===== src/rtl/ochr_pkg.sv =====
package ochr_pkg;

  typedef enum logic [1:0] {
    ST_OFF     = 2'd0,
    ST_RUN     = 2'd1,
    ST_HOLD    = 2'd2,
    ST_RESTART = 2'd3
  } ochr_state_t;

  localparam int unsigned OCHR_N_SRC = 2;

endpackage


===== src/rtl/ochr_trip_merge.sv =====
module ochr_trip_merge #(
  parameter int unsigned N_SRC = 2
) (
  input  logic [N_SRC-1:0] flag_i,
  output logic             trip_o
);

  // OR tree over all sources; any single source trips
  logic [N_SRC:0] acc;

  assign acc[0] = 1'b0;

  for (genvar g = 0; g < N_SRC; g++) begin : g_or
    assign acc[g+1] = acc[g] | flag_i[g];
  end

  assign trip_o = acc[N_SRC];

endmodule


===== src/rtl/ochr_hold_timer.sv =====
module ochr_hold_timer #(
  parameter int unsigned HOLD_TICKS = 4096,
  localparam int unsigned CNT_W     = $clog2(HOLD_TICKS)
) (
  input  logic             clk,
  input  logic             rst_n,
  input  logic             clr_i,
  input  logic             step_i,
  output logic             done_o,
  output logic [CNT_W-1:0] cnt_o
);

  localparam logic [CNT_W-1:0] LAST = CNT_W'(HOLD_TICKS - 1);

  logic [CNT_W-1:0] cnt_q;
  logic [CNT_W-1:0] cnt_d;
  logic             cnt_en;

  always_comb begin
    cnt_en = clr_i | step_i;
    cnt_d  = clr_i ? '0 : cnt_q + 1'b1;
  end

  always_ff @(posedge clk or negedge rst_n) begin
    if (!rst_n) begin
      cnt_q <= '0;
    end else if (cnt_en) begin
      cnt_q <= cnt_d;
    end
  end

  assign done_o = step_i & (cnt_q == LAST);
  assign cnt_o  = cnt_q;

endmodule


===== src/rtl/ochr_seq_fsm.sv =====
module ochr_seq_fsm
  import ochr_pkg::*;
(
  input  logic        clk,
  input  logic        rst_n,
  input  logic        en_i,
  input  logic        trip_i,
  input  logic        hold_done_i,
  input  logic        ss_active_i,
  output ochr_state_t state_o
);

  ochr_state_t state_q;
  ochr_state_t state_d;

  always_comb begin
    state_d = state_q;
    if (!en_i) begin
      state_d = ST_OFF;
    end else begin
      unique case (state_q)
        ST_OFF:     state_d = ST_RUN;
        ST_RUN:     if (trip_i)      state_d = ST_HOLD;
        ST_HOLD:    if (hold_done_i) state_d = ST_RESTART;
        ST_RESTART: if (ss_active_i) state_d = ST_RUN;
        default:    state_d = ST_OFF;
      endcase
    end
  end

  always_ff @(posedge clk or negedge rst_n) begin
    if (!rst_n) begin
      state_q <= ST_OFF;
    end else begin
      state_q <= state_d;
    end
  end

  assign state_o = state_q;

endmodule


===== src/rtl/ochr_ctrl.sv =====
module ochr_ctrl
  import ochr_pkg::*;
#(
  parameter int unsigned HOLD_TICKS = 4096
) (
  input  logic clk,
  input  logic rst_n,
  input  logic en_i,
  input  logic oc_avg_i,
  input  logic oc_mon_i,
  input  logic sw_tick_i,
  input  logic ss_active_i,
  output logic hiz_o,
  output logic ss_req_o
);

  localparam int unsigned CNT_W = $clog2(HOLD_TICKS);

  logic              trip;
  logic              hold_done;
  logic              hold_step;
  logic              hold_clr;
  logic [CNT_W-1:0]  hold_cnt;
  ochr_state_t       state_q;

  ochr_trip_merge #(
    .N_SRC (OCHR_N_SRC)
  ) u_merge (
    .flag_i ({oc_mon_i, oc_avg_i}),
    .trip_o (trip)
  );

  // the counter only advances on ticks during the hold and is cleared elsewhere
  assign hold_step = (state_q == ST_HOLD) & sw_tick_i;
  assign hold_clr  = (state_q != ST_HOLD);

  ochr_hold_timer #(
    .HOLD_TICKS (HOLD_TICKS)
  ) u_timer (
    .clk    (clk),
    .rst_n  (rst_n),
    .clr_i  (hold_clr),
    .step_i (hold_step),
    .done_o (hold_done),
    .cnt_o  (hold_cnt)
  );

  ochr_seq_fsm u_fsm (
    .clk         (clk),
    .rst_n       (rst_n),
    .en_i        (en_i),
    .trip_i      (trip),
    .hold_done_i (hold_done),
    .ss_active_i (ss_active_i),
    .state_o     (state_q)
  );

  // the same-cycle path from the trip flags keeps the shutdown within the detecting cycle
  assign hiz_o    = (state_q == ST_HOLD) | ((state_q == ST_RUN) & en_i & trip);
  assign ss_req_o = (state_q == ST_RESTART) & en_i;

endmodule


===== config.mk =====
export PLATFORM = sky130hd
export DESIGN_NAME = ochr_ctrl
export DESIGN_NICKNAME = d
export VERILOG_FILES = /design/src/rtl/ochr_pkg.sv /design/src/rtl/ochr_trip_merge.sv /design/src/rtl/ochr_hold_timer.sv /design/src/rtl/ochr_seq_fsm.sv /design/src/rtl/ochr_ctrl.sv
export SDC_FILE = /design/constraint.sdc
export NUM_CORES = 1
export LEC_CHECK = 0
export BUFFER_PORTS_ARGS = -buffer_cell sky130_fd_sc_hd__buf_4
export CORE_MARGIN = 5
export CORE_UTILIZATION = 51
export CTS_BUF_LIST = sky130_fd_sc_hd__clkbuf_4
export DETAILED_ROUTE_END_ITERATION = 10
export HOLD_SLACK_MARGIN = 0.1
export PLACE_DENSITY = 0.77
export SYNTH_ARGS = -nofsm -noshare
export SYNTH_HDL_FRONTEND = slang
export SYNTH_HIERARCHICAL = 1
export SYNTH_SLANG_ARGS = --single-unit

===== constraint.sdc =====
create_clock -name clk -period 2.37 [get_ports clk]
set_clock_uncertainty 0.15 [all_clocks]
set_input_delay 0.237 -clock clk [delete_from_list [all_inputs] [get_ports clk]]
set_output_delay 0.237 -clock clk [all_outputs]
set_load 0.03 [all_outputs]

==> summary.txt, run 1 <==
Final layout
  • Most frequent cells in the layout: dfrtp_1 (13), buf_4 (12), nor2_1 (8), nand2_1 (7), inv_1 (7)
  • Most common cell after layout, fill and taps aside: dfrtp_1
  • Sequential cell area: 352 um^2
  • N_diodes: 0
  • Nets: 115
  • Footprint of the multi-input gates: 435 um^2
  • Synth-to-Final Area Change: 17.7%
  • Share of layout cells above drive strength 1: 21.6%
  • Fillers: 141

Floorplan
  • Row count: 14
  • I/O pin count: 9
  • Die ar.: 2530 um^2
  • Initial core utilization: 54.4%
  • Width of the die: 50.3 um
  • Core footprint: 1520 um^2
  • Die Height: 50.3 um

Worst setup path
  • Required @ worst endpoint: 2.43 ns
  • Worst Path Max Fanout: 5
  • CP Launch Type: flip-flop
  • Worst setup EP type: flip-flop
  • Worst r2r path cells: 8
  • CP Class: reg2reg
  • Data arrival time of the critical path: 2.22 ns

STA
  • F_max: 463 MHz
  • Sum Neg Setup Slack: 0 ns
  • Share of the clock period used by the worst path: 91.1%
  • Min cycle time layout: 2.16 ns
  • Worst-margin pin slew: 0.391 ns
  • # setup viols final: 0
  • Final hold slack: 0.181 ns
  • Final hold vios: 0
  • Final Max Tran Viols: 0
  • Max-slew headroom: 73.9%
  • Final Worst Setup Slack: 0.212 ns

Outcome
  • Status: finished clean

Power
  • Sw frac: 35.6%
  • P_leak: 0.434 nW
  • Worst vdd ir: 0.000437 V
  • Clock Power Share: 21.0%
  • Pwr/cell area: 704 nW/um^2
  • Comb pwr share: 38.4%
  • Reg power frac: 40.6%
  • Switch Pwr: 245 uW
  • Internal power: 442 uW

Detailed routing
  • DR vias: 677
  • Via density: 5.74
  • Wire length per cell: 14.5 um
  • Final wirelength: 1.71 mm
  • Number of remaining DRC errors: 0
  • Number of routed nets with antenna violations: 0
  • Drt pass-1 iters: 4
  • DRT iter0 DRCs: 20

Place
  • Setup WS pre-CTS: 0.136 ns
  • IO buf count: 8
  • RD Place Congestion: 0.773
  • Post-DP HPWL: 1.26 mm

Synth
  • Synthesized area per cell: 9.63 um^2
  • #FFs+latches synth: 14
  • Syn. warnings: 6
  • Syn_nets: 98
  • Synthesized cell area: 828 um^2
  • Syn Inst Count: 86
  • Distinct cell type count after synthesis: 28
  • Post-synthesis sequential area ratio: 42.3%

Clock tree
  • TritonCTS buffer count: 3
  • CTS tree: done
  • Max H-tree Level: 1
  • Clock-pin slew on the worst setup and hold paths: 0.09 ns
  • Clock sinks: 14
  • Maximum clock path buffer count: 2
  • Root Driver: clkbuf_4
  • Worst skew pair latency: 0.29 ns

GRT
  • Largest net degree at the start of global routing: 16
  • All-layer global routing usage: 15.2%
  • Vias in the first global route: 675
  • Initial antenna violation count: 0
  • Grt ovf: 0
  • First-pass GRT wire length: 3.02 mm

Worst hold path
  • Min-Delay Path Class: in2async

Flow run
  • Max-Cap Viols: 0
[flip-flops by register name (all words and copies together), names as in the netlist]
name           count
u_fsm/state_o      2
u_timer/cnt_o     12
[stage by stage]
stage	std cells	total power [mW]	area, um^2	util, %
final	118	0.687	975	64.0
after global placement	111	0.516	920	60.3
after floorplan	86	0.442	828	-
after detailed placement	111	0.529	920	60.3
after CTS	117	0.672	966	63.4
after global routing	118	0.728	975	64.0
[repair_timing]
item | in CTS | in global routing
setup buffers | 0 | 1
hold buffers | 2 | 0
endpoints found under the setup margin | 0 | 2
hold endpoints to repair | 16 | 0
resized for setup | 0 | 1
[Yosys cell counts]
cell type | count | area (um^2)
nor4_1 | 2 | 12.5
a21oi_1 | 6 | 30.0
or4_1 | 2 | 15.0
nor2_1 | 8 | 30.0
clkbuf_1 | 1 | 3.75
or3_1 | 4 | 25.0
nand2_1 | 7 | 26.3
and3_2 | 1 | 7.51
clkinvlp_2 | 1 | 5.00
or2_1 | 1 | 6.26
dfrtp_1 | 14 | 350
xor2_1 | 3 | 26.3
o31ai_1 | 2 | 15.0
nand4_1 | 2 | 12.5
xnor2_1 | 1 | 8.76
buf_4 | 1 | 7.51
a222oi_1 | 1 | 10.0
nand4b_1 | 1 | 8.76
mux2_2 | 1 | 11.3
nand4_4 | 1 | 21.3
mux2i_1 | 3 | 30.0
inv_1 | 7 | 26.3
o21ai_0 | 4 | 20.0
nand2b_4 | 1 | 13.8
ha_1 | 5 | 62.6
nand2b_1 | 2 | 12.5
o2111ai_2 | 1 | 15.0
nand3_1 | 3 | 15.0
[critical path: stages (launching register included)]
cell and delay, ns:
dfrtp_1 0.38, nand2b_4 0.14, nor2_1 0.14, nand4_1 0.20, nor4_1 0.30, inv_1 0.07, a222oi_1 0.35, buf_4 0.19
mux2i_1 0.17
[layer usage]
metal	vias to the layer above	routed length [um]	global-route usage [%]
li1	337	-	-
met1	322	735	19.4
met2	16	880	24.9
met3	2	80	3.55
met4	0	19	5.53
met5	-	0	0
[kinds of logic (layout without fill, tap and decap cells)]
| logic type | Yosys count | in the layout | synth area share, % |
|---|---|---|---|
| and+or+nand+nor | 35 | 35 | 24.9 |
| AOI/OAI and AO/OA | 14 | 14 | 10.9 |
| muxes | 4 | 4 | 4.98 |
| xor gates and xnor gates | 4 | 4 | 4.23 |
| DFF | 14 | 14 | 42.3 |
| adders and majority gates | 5 | 5 | 7.55 |
| buffers and inverters | 10 | 26 | 5.14 |
[path summary, 6_finish.rpt]
| check | from | endpoint | slack, ns |
|---|---|---|---|
| max in group asynchronous | rst_n | u_fsm/state_o[1]$_DFFE_PN0P_ | 1.70 |
| worst max register to register | u_fsm/state_o[0]$_DFFE_PN0P_ | u_fsm/state_o[0]$_DFFE_PN0P_ | 0.21 |
| min in group clk | ss_active_i | u_fsm/state_o[1]$_DFFE_PN0P_ | 0.32 |
| worst min-delay path | rst_n | u_timer/cnt_o[6]$_DFFE_PN0P_ | 0.18 |
| worst min register to register | u_timer/cnt_o[9]$_DFFE_PN0P_ | u_timer/cnt_o[9]$_DFFE_PN0P_ | 0.43 |
| worst max-delay path | u_fsm/state_o[0]$_DFFE_PN0P_ | u_fsm/state_o[0]$_DFFE_PN0P_ | 0.21 |
[power groups by stage]
stage / registers (mW) / logic [mW] / clock network [mW]
2_1_floorplan: 0.286 / 0.156 / 0
3_3_place_gp: 0.278 / 0.237 / 0
3_5_place_dp: 0.282 / 0.248 / 0
4_1_cts: 0.277 / 0.250 / 0.145
5_1_grt: 0.281 / 0.290 / 0.157
6_report: 0.279 / 0.264 / 0.144
[layout make-up]
| type | instances | area share (%) |
|---|---|---|
| Multi-Input combinational cell | 62 | 44.7 |
| Tap cell | 16 | 2.05 |
| Inverter | 8 | 3.21 |
| Sequential cell | 14 | 36.1 |
| Clock buffer | 3 | 2.31 |
| Clock inverter | 1 | 0.385 |
| Timing Repair Buffer | 14 | 11.3 |
(Power assumes the default switching activity.)
==> run 2: changes to the inputs <==
--- a/config.mk
+++ b/config.mk
@@ -8,11 +8,10 @@
 export BUFFER_PORTS_ARGS = -buffer_cell sky130_fd_sc_hd__buf_4
 export CORE_MARGIN = 5
 export CORE_UTILIZATION = 51
-export CTS_BUF_LIST = sky130_fd_sc_hd__clkbuf_4
+export CTS_BUF_LIST = sky130_fd_sc_hd__clkbuf_8
 export DETAILED_ROUTE_END_ITERATION = 10
 export HOLD_SLACK_MARGIN = 0.1
 export PLACE_DENSITY = 0.77
 export SYNTH_ARGS = -nofsm -noshare
 export SYNTH_HDL_FRONTEND = slang
-export SYNTH_HIERARCHICAL = 1
 export SYNTH_SLANG_ARGS = --single-unit
==> run 2 against run 1 <==
Die area shrank 2.7%; synthesized area shrank 3.3%; worst setup slack gained 0.26 ns; via count shrank 16%; utilization shrank 1.9 points; non-clock buffer count shrank 4; cell count shrank 12%; synthesized cell count shrank 10%.
==> summary.txt, run 2 <==
Clock tree
  • Clock sinks: 14 (unchanged)
  • Root Driver: clkbuf_8 (was clkbuf_4)
  • Clock-pin slew on the worst setup and hold paths: 0.05 ns (was 0.09 ns)
  • Worst skew pair latency: 0.24 ns (was 0.29 ns)
  • TritonCTS buffer count: 3 (unchanged)
  • Post-CTS setup buffer count: 0 (unchanged)
  • Max H-tree Level: 1 (unchanged)
  • CTS tree: done (unchanged)
  • Maximum clock path buffer count: 2 (unchanged)

Detailed routing
  • Number of remaining DRC errors: 0 (unchanged)
  • Drt pass-1 iters: 1 (was 4)
  • DR vias: 572 (was 677)
  • M1 WL: 668 um (was 735 um)
  • Number of routed nets with antenna violations: 0 (unchanged)
  • Met2 Wirelength: 669 um (was 880 um)
  • Wire length per cell: 13.5 um (was 14.5 um)
  • DR top layer: met4 (unchanged)
  • Via density: 5.50 (was 5.74)
  • DRT iter0 DRCs: 0 (was 20)
  • Met3 wire len: 42 um (was 80 um)
  • Final wirelength: 1.40 mm (was 1.71 mm)

Power
  • Tot Pwr: 660 uW (was 687 uW)
  • Pwr/cell area: 706 nW/um^2 (was 704 nW/um^2)
  • Worst vdd ir: 0.000475 V (was 0.000437 V)
  • P_leak: 0.444 nW (was 0.434 nW)

Floorplan
  • Row count: 14 (unchanged)
  • Die Height: 49.6 um (was 50.3 um)
  • Initial core utilization: 53.2% (was 54.4%)
  • I/O pin count: 9 (unchanged)
  • Core footprint: 1510 um^2 (was 1520 um^2)
  • Width of the die: 49.6 um (was 50.3 um)
  • Die ar.: 2460 um^2 (was 2530 um^2)

Synth
  • Adder-cell share of the synthesized area: 6.25% (was 7.55%)
  • Mux share of post-synthesis cell area: 2.50% (was 4.98%)
  • Synth top area share: 43.8% (was 42.3%)
  • Ranking of synthesized cells by area: dfrtp_1 (44%), and2_1 (8.6%), xnor2_1 (6.6%) (was dfrtp_1 (42%), ha_1 (7.6%), a21oi_1 (3.6%))
  • Distinct cell type count after synthesis: 26 (was 28)
  • Most frequent cell after synthesis: dfrtp_1 (unchanged)
  • Post-synthesis sequential area ratio: 43.8% (was 42.3%)
  • Syn_nets: 88 (was 98)
  • Ys async rst share: 100% (unchanged)
  • Syn. warnings: 0 (was 6)
  • Largest family of logic cells by synthesized area: simple AND/OR/NAND/NOR gates (unchanged)
  • Simple-Gate Fraction of Synth Area: 26.9% (was 24.9%)
  • EDFF count, synth: 0 (unchanged)
  • Syn Inst Count: 77 (was 86)
  • Complex-gate fraction of the synthesized area: 8.44% (was 10.9%)
  • Xor and xnor fraction of the mapped netlist area: 9.84% (was 4.23%)
  • Dominant cell type by area after synthesis: dfrtp_1 (unchanged)
  • Synthesized cell area: 801 um^2 (was 828 um^2)
  • #FFs+latches synth: 14 (unchanged)
  • Synth Flop Type: dfrtp_1 (unchanged)
  • Synthesized area per cell: 10.4 um^2 (was 9.63 um^2)
  • Top cells by count, synth: dfrtp_1 (14), and2_1 (11), xnor2_1 (6), nand2_1 (5) (was dfrtp_1 (14), nor2_1 (8), inv_1 (7), nand2_1 (7), a21oi_1 (6))

Final layout
  • Non-Filler Instances: 104 (was 118)
  • Max reg flops: 12 (unchanged)
  • Most frequent cells in the layout: dfrtp_1 (14), and2_1 (11), buf_4 (8), xnor2_1 (6), nand2_1 (5) (was dfrtp_1 (13), buf_4 (12), nor2_1 (8), nand2_1 (7), inv_1 (7))
  • Share of layout cells above drive strength 1: 15.9% (was 21.6%)
  • Most common cell after layout, fill and taps aside: dfrtp_1 (unchanged)
  • Nets: 101 (was 115)
  • Synth-to-Final Area Change: 16.7% (was 17.7%)
  • N_diodes: 0 (unchanged)

STA
  • F_max: 528 MHz (was 463 MHz)
  • Sum Neg Setup Slack: 0 ns (unchanged)
  • Min cycle time layout: 1.89 ns (was 2.16 ns)
  • Max-slew headroom: 75.1% (was 73.9%)
  • RSZ-0062 raised after global routing: no
  • Final hold vios: 0 (unchanged)
  • # setup viols final: 0 (unchanged)
  • Worst-margin pin slew: 0.374 ns (was 0.391 ns)
  • Final Max Tran Viols: 0 (unchanged)
  • Share of the clock period used by the worst path: 79.9% (was 91.1%)

GRT
  • Grt ovf: 0 (unchanged)
  • Initial antenna violation count: 0 (unchanged)
  • Vias in the first global route: 585 (was 675)
  • Largest net degree at the start of global routing: 15 (was 16)
  • All-layer global routing usage: 13.4% (was 15.2%)
  • First-pass GRT wire length: 2.62 mm (was 3.02 mm)

Worst setup path
  • CP Class: reg2reg (unchanged)
  • Worst Path Max Fanout: 7 (was 5)
  • Data arrival time of the critical path: 1.91 ns (was 2.22 ns)
  • Worst setup EP type: flip-flop (unchanged)
  • Worst r2r path cells: 5 (was 8)
  • CP Launch Type: flip-flop (unchanged)
  • Required @ worst endpoint: 2.38 ns (was 2.43 ns)

Place
  • Placed insts: 99 (was 111)
  • RD Place Congestion: 0.744 (was 0.773)
  • Post-DP HPWL: 1.01 mm (was 1.26 mm)
  • IO buf count: 8 (unchanged)

Outcome
  • Status: finished clean (unchanged)

Worst hold path
  • Hold Path Stages: 3
  • Min-Delay Path Class: in2reg (was in2async)

Flow run
  • Max-Cap Viols: 0 (unchanged)
==> run 2: changes by cell type in the layout (fill, tap and decap cells not counted), moves of 3 or more <==
cell	before	now
clkbuf_4	3	0
nor2_1	8	1
or3_1	4	0
buf_4	12	8
xnor2_1	1	6
and2_1	0	11
inv_1	7	3
a21oi_1	6	0
clkbuf_8	0	3
==> run 2: worst max-delay path, cell delays in order, from the launching register on <==
cell and delay (ns):
dfrtp_1 0.37, ha_1 0.22, nand4_4 0.14, o41a_1 0.43, a211oi_1 0.28, mux2i_1 0.21
==> run 2: cells by family after synthesis <==
family | Yosys count
and+or+nand+nor | 34
xor gates and xnor gates | 9
AOI/OAI and AO/OA | 9
adders and majority gates | 4
muxes | 2
buffers and inverters | 5
DFF | 14
==> run 2: area by class of cell <==
| class | count | area (um^2) |
|---|---|---|
| Fill cell | 129 | 572 |
| Clock buffer | 3 | 41.3 |
| Multi-Input combinational cell | 58 | 432 |
| Timing Repair Buffer | 10 | 80.1 |
| Inverter | 3 | 11.3 |
| Tap cell | 16 | 20.0 |
| Sequential cell | 14 | 350 |
==> run 2: path summary, 6_finish.rpt <==
check                                        startpoint                      endpoint  slack [ns]
hold reg to reg            u_timer.cnt_o[1]$_DFFE_PN0P_  u_timer.cnt_o[1]$_DFFE_PN0P_        0.43
max in group asynchronous                         rst_n  u_fsm.state_o[1]$_DFFE_PN0P_        1.68
min in group asynchronous                         rst_n  u_timer.cnt_o[8]$_DFFE_PN0P_        0.23
setup / recovery           u_timer.cnt_o[0]$_DFFE_PN0P_  u_fsm.state_o[1]$_DFFE_PN0P_        0.48
setup reg to reg           u_timer.cnt_o[0]$_DFFE_PN0P_  u_fsm.state_o[1]$_DFFE_PN0P_        0.48
hold / removal                                sw_tick_i  u_timer.cnt_o[1]$_DFFE_PN0P_        0.20
==> run 2: what timing repair did <==
action | in CTS | in global routing
endpoints found under the hold margin | 15 | 0
gates resized for setup | 0 | 0
setup endpoints to repair | 0 | 0
hold buffers | 2 | 0
==> run 2: metal layers <==
metal	vias to the layer above	track usage (%)
li1	292	-
met1	268	17.3
met2	8	20.8
met3	4	3.01
met4	0	6.55
met5	-	0
==> run 2: stage by stage <==
stage / hold slack (ns) / utilization, % / setup slack [ns] / area (um^2)
CTS: 0.199 / 62.0 / 0.465 / 935
global placement: -0.0568 / 58.0 / 0.512 / 873
finish: 0.200 / 62.0 / 0.476 / 935
floorplan: -0.209 / - / 0.552 / 801
detailed placement: -0.0524 / 58.0 / 0.476 / 873
global route: 0.258 / 62.0 / 0.349 / 935
==> run 2: report_power, final <==
part / switching, mW / leakage, nW / total, mW / internal (mW)
sequential: 0.0208 / 0.193 / 0.279 / 0.258
clock: 0.0774 / 0.0216 / 0.190 / 0.112
combinational: 0.100 / 0.229 / 0.191 / 0.0908
==> run 3: changes to the inputs <==
--- a/config.mk
+++ b/config.mk
@@ -11,7 +11,7 @@
 export CTS_BUF_LIST = sky130_fd_sc_hd__clkbuf_8
 export DETAILED_ROUTE_END_ITERATION = 10
 export HOLD_SLACK_MARGIN = 0.1
-export PLACE_DENSITY = 0.77
+export PLACE_DENSITY = 0.74
 export SYNTH_ARGS = -nofsm -noshare
 export SYNTH_HDL_FRONTEND = slang
 export SYNTH_SLANG_ARGS = --single-unit
==> constraint.sdc (replaced) <==
create_clock -name clk -period 1.9 [get_ports clk]
set_clock_uncertainty 0.15 [all_clocks]
set_input_delay 0.19 -clock clk [delete_from_list [all_inputs] [get_ports clk]]
set_output_delay 0.19 -clock clk [all_outputs]
set_load 0.03 [all_outputs]
==> run 3 against run 2 <==
Global-route usage down 0.98 points; critical path depth unchanged; die area unchanged; count of clock-buffer cells in the layout up 1; hold slack worse by 0.049 ns; via count up 3.0%; register-to-register slack worse by 0.38 ns; critical endpoint is now u_fsm.state_o[0]$_DFFE_PN0P_; combinational power up 34%; non-clock buffer count up 5.
==> summary.txt, run 3 (synthesized netlist as in run 2, its figures left out) <==
Outcome
  • Status: finished clean (unchanged)

Detailed routing
  • DRT iter0 DRCs: 5 (was 0)
  • Final wirelength: 1.37 mm (was 1.40 mm)
  • Number of routed nets with antenna violations: 0 (unchanged)
  • Via density: 5.35 (was 5.50)
  • Drt pass-1 iters: 4 (was 1)
  • DR vias: 589 (was 572)
  • Wire length per cell: 12.4 um (was 13.5 um)
  • Number of remaining DRC errors: 0 (unchanged)

Floorplan
  • Initial core utilization: 53.2% (unchanged)
  • Width of the die: 49.6 um (unchanged)
  • Die ar.: 2460 um^2 (unchanged)
  • Row count: 14 (unchanged)
  • Core footprint: 1510 um^2 (unchanged)
  • I/O pin count: 9 (unchanged)
  • Die Height: 49.6 um (unchanged)

GRT
  • Vias in the first global route: 563 (was 585)
  • Largest net degree at the start of global routing: 15 (unchanged)
  • Initial antenna violation count: 0 (unchanged)
  • First-pass GRT wire length: 2.35 mm (was 2.62 mm)
  • Grt ovf: 0 (unchanged)
  • All-layer global routing usage: 12.4% (was 13.4%)

Final layout
  • Nets: 106 (was 101)
  • Design area: 993 um^2 (was 935 um^2)
  • Most frequent cells in the layout: dfrtp_1 (14), buf_4 (13), and2_1 (11), xnor2_1 (6), nand2_1 (5) (was dfrtp_1 (14), and2_1 (11), buf_4 (8), xnor2_1 (6), nand2_1 (5))
  • Max reg flops: 12 (unchanged)
  • Share of layout cells above drive strength 1: 23.4% (was 15.9%)
  • Synth-to-Final Area Change: 24.1% (was 16.7%)
  • N_diodes: 0 (unchanged)
  • Non-Filler Instances: 110 (was 104)
  • Most common cell after layout, fill and taps aside: dfrtp_1 (unchanged)

Worst setup path
  • Delay-heaviest family, CP: compound AO/OA/AOI/OAI gates (unchanged)
  • Worst r2r path cells: 5 (unchanged)
  • R2R Path End: u_fsm.state_o[0]$_DFFE_PN0P_ (was u_fsm.state_o[1]$_DFFE_PN0P_)
  • Crit path buf inv count: 0 (unchanged)
  • Data arrival time of the critical path: 1.78 ns (was 1.91 ns)
  • CP Launch Type: flip-flop (unchanged)
  • Worst-path cell chain: ha_2 > nand4_4 > o41a_1 > o31a_1 > o21a_1 (was ha_1 > nand4_4 > o41a_1 > a211oi_1 > mux2i_1)
  • Max incr delay on CP: 0.38 ns (was 0.43 ns)
  • Critical-path top delay cell: dfrtp_1 (was o41a_1)
  • Worst r2r src: u_timer.cnt_o[0]$_DFFE_PN0P_ (unchanged)
  • Worst setup EP type: flip-flop (unchanged)
  • CP Class: reg2reg (unchanged)
  • Required @ worst endpoint: 1.88 ns (was 2.38 ns)
  • Reg2reg setup slack: 0.1 ns (was 0.48 ns)
  • Worst Path Max Fanout: 3 (was 7)

Clock tree
  • Worst skew pair latency: 0.24 ns (about the same)
  • Clock-pin slew on the worst setup and hold paths: 0.06 ns (was 0.05 ns)
  • Root Driver: clkbuf_8 (unchanged)
  • Maximum clock path buffer count: 2 (unchanged)
  • CTS tree: done (unchanged)
  • Clock sinks: 14 (unchanged)
  • TritonCTS buffer count: 3 (unchanged)
  • Max H-tree Level: 1 (unchanged)

Place
  • Placed insts: 104 (was 99)
  • Placed Area: 911 um^2 (was 873 um^2)
  • IO buf count: 8 (unchanged)
  • RD Place Congestion: 0.703 (was 0.744)
  • Post-DP HPWL: 1.02 mm (was 1.01 mm)
  • Setup WS pre-CTS: 0.0575 ns (was 0.476 ns)

STA
  • Final Worst Setup Slack: 0.0971 ns (was 0.476 ns)
  • Final Max Tran Viols: 0 (unchanged)
  • Worst-margin pin slew: 0.261 ns (was 0.374 ns)
  • # setup viols final: 0 (unchanged)
  • Sum Neg Setup Slack: 0 ns (unchanged)
  • Min cycle time layout: 1.80 ns (was 1.89 ns)
  • Share of the clock period used by the worst path: 94.9% (was 79.9%)
  • Max-slew headroom: 82.6% (was 75.1%)
  • Final hold vios: 0 (unchanged)
  • F_max: 555 MHz (was 528 MHz)

Power
  • P_leak: 0.473 nW (was 0.444 nW)
  • Worst vdd ir: 0.000582 V (was 0.000475 V)
  • Pwr/cell area: 890 nW/um^2 (was 706 nW/um^2)
  • Tot Pwr: 884 uW (was 660 uW)

Worst hold path
  • Min-Delay Path Class: in2reg (unchanged)
  • Hold Path Stages: 3 (unchanged)
  • Hold Path Sink: u_timer.cnt_o[1]$_DFFE_PN0P_ (unchanged)
  • Critical hold path startpoint: sw_tick_i (unchanged)

Flow run
  • Max-Cap Viols: 0 (unchanged)
[run 3: cell types whose count changed in the layout (fill, tap and decap cells not counted)]
cell and change:
buf_4 +5, a211oi_1 -1, a211oi_2 +1, clkbuf_8 +1, ha_1 -1, ha_2 +1
[run 3: where the power goes]
part | switching, mW | internal [mW] | total [mW]
Combinational | 0.130 | 0.125 | 0.255
Clock | 0.0992 | 0.183 | 0.282
Sequential | 0.0249 | 0.322 | 0.347
[run 3: worst max-delay path by stage]
stage,start,end,cells past startpoint
floorplan,u_timer.cnt_o[0]$_DFFE_PN0P_,u_fsm.state_o[0]$_DFFE_PN0P_,5
global placement,u_timer.cnt_o[0]$_DFFE_PN0P_,u_fsm.state_o[0]$_DFFE_PN0P_,5
global route,u_timer.cnt_o[0]$_DFFE_PN0P_,u_fsm.state_o[0]$_DFFE_PN0P_,5
CTS,u_timer.cnt_o[0]$_DFFE_PN0P_,u_fsm.state_o[1]$_DFFE_PN0P_,5
detailed placement,u_timer.cnt_o[0]$_DFFE_PN0P_,u_fsm.state_o[0]$_DFFE_PN0P_,5
finish,u_timer.cnt_o[0]$_DFFE_PN0P_,u_fsm.state_o[0]$_DFFE_PN0P_,5
[run 3: area by class of cell]
cell class,instances,area [um^2]
fillers,118,513
flip-flops and latches,14,350
well taps,16,20.0
inverters,3,11.3
multi-input cells,58,439
clock buffers,4,55.1
repair buffers,15,118
[run 3: metrics by stage]
| step | utilization (%) | hold slack (ns) |
|---|---|---|
| 5_1_grt | 65.9 | 0.167 |
| 2_1_floorplan | - | -0.256 |
| 3_3_place_gp | 60.5 | -0.103 |
| 4_1_cts | 65.4 | 0.151 |
| 3_5_place_dp | 60.5 | -0.102 |
| 6_report | 65.9 | 0.151 |
[run 3: what timing repair did]
item                       4_1_cts  5_1_grt
setup endpoints to repair        0        2
gates resized for setup          0        2
buffers inserted                 0        0
hold endpoints to repair        16        0
hold buffers                     2        0
[run 3: worst register-to-register path, stage by stage (launching register included)]
cell,delay (ns)
dfrtp_1,0.38
ha_2,0.22
nand4_4,0.10
o41a_1,0.38
o31a_1,0.29
o21a_1,0.18
[run 3: metal layers]
layer | track usage [%] | part of all wire [%] | vias up
li1 | - | - | 298
met1 | 15.3 | 51 | 278
met2 | 19.1 | 44 | 9
met3 | 3.01 | 2.7 | 4
met4 | 7.86 | 2.3 | 0
met5 | 0 | 0 | -
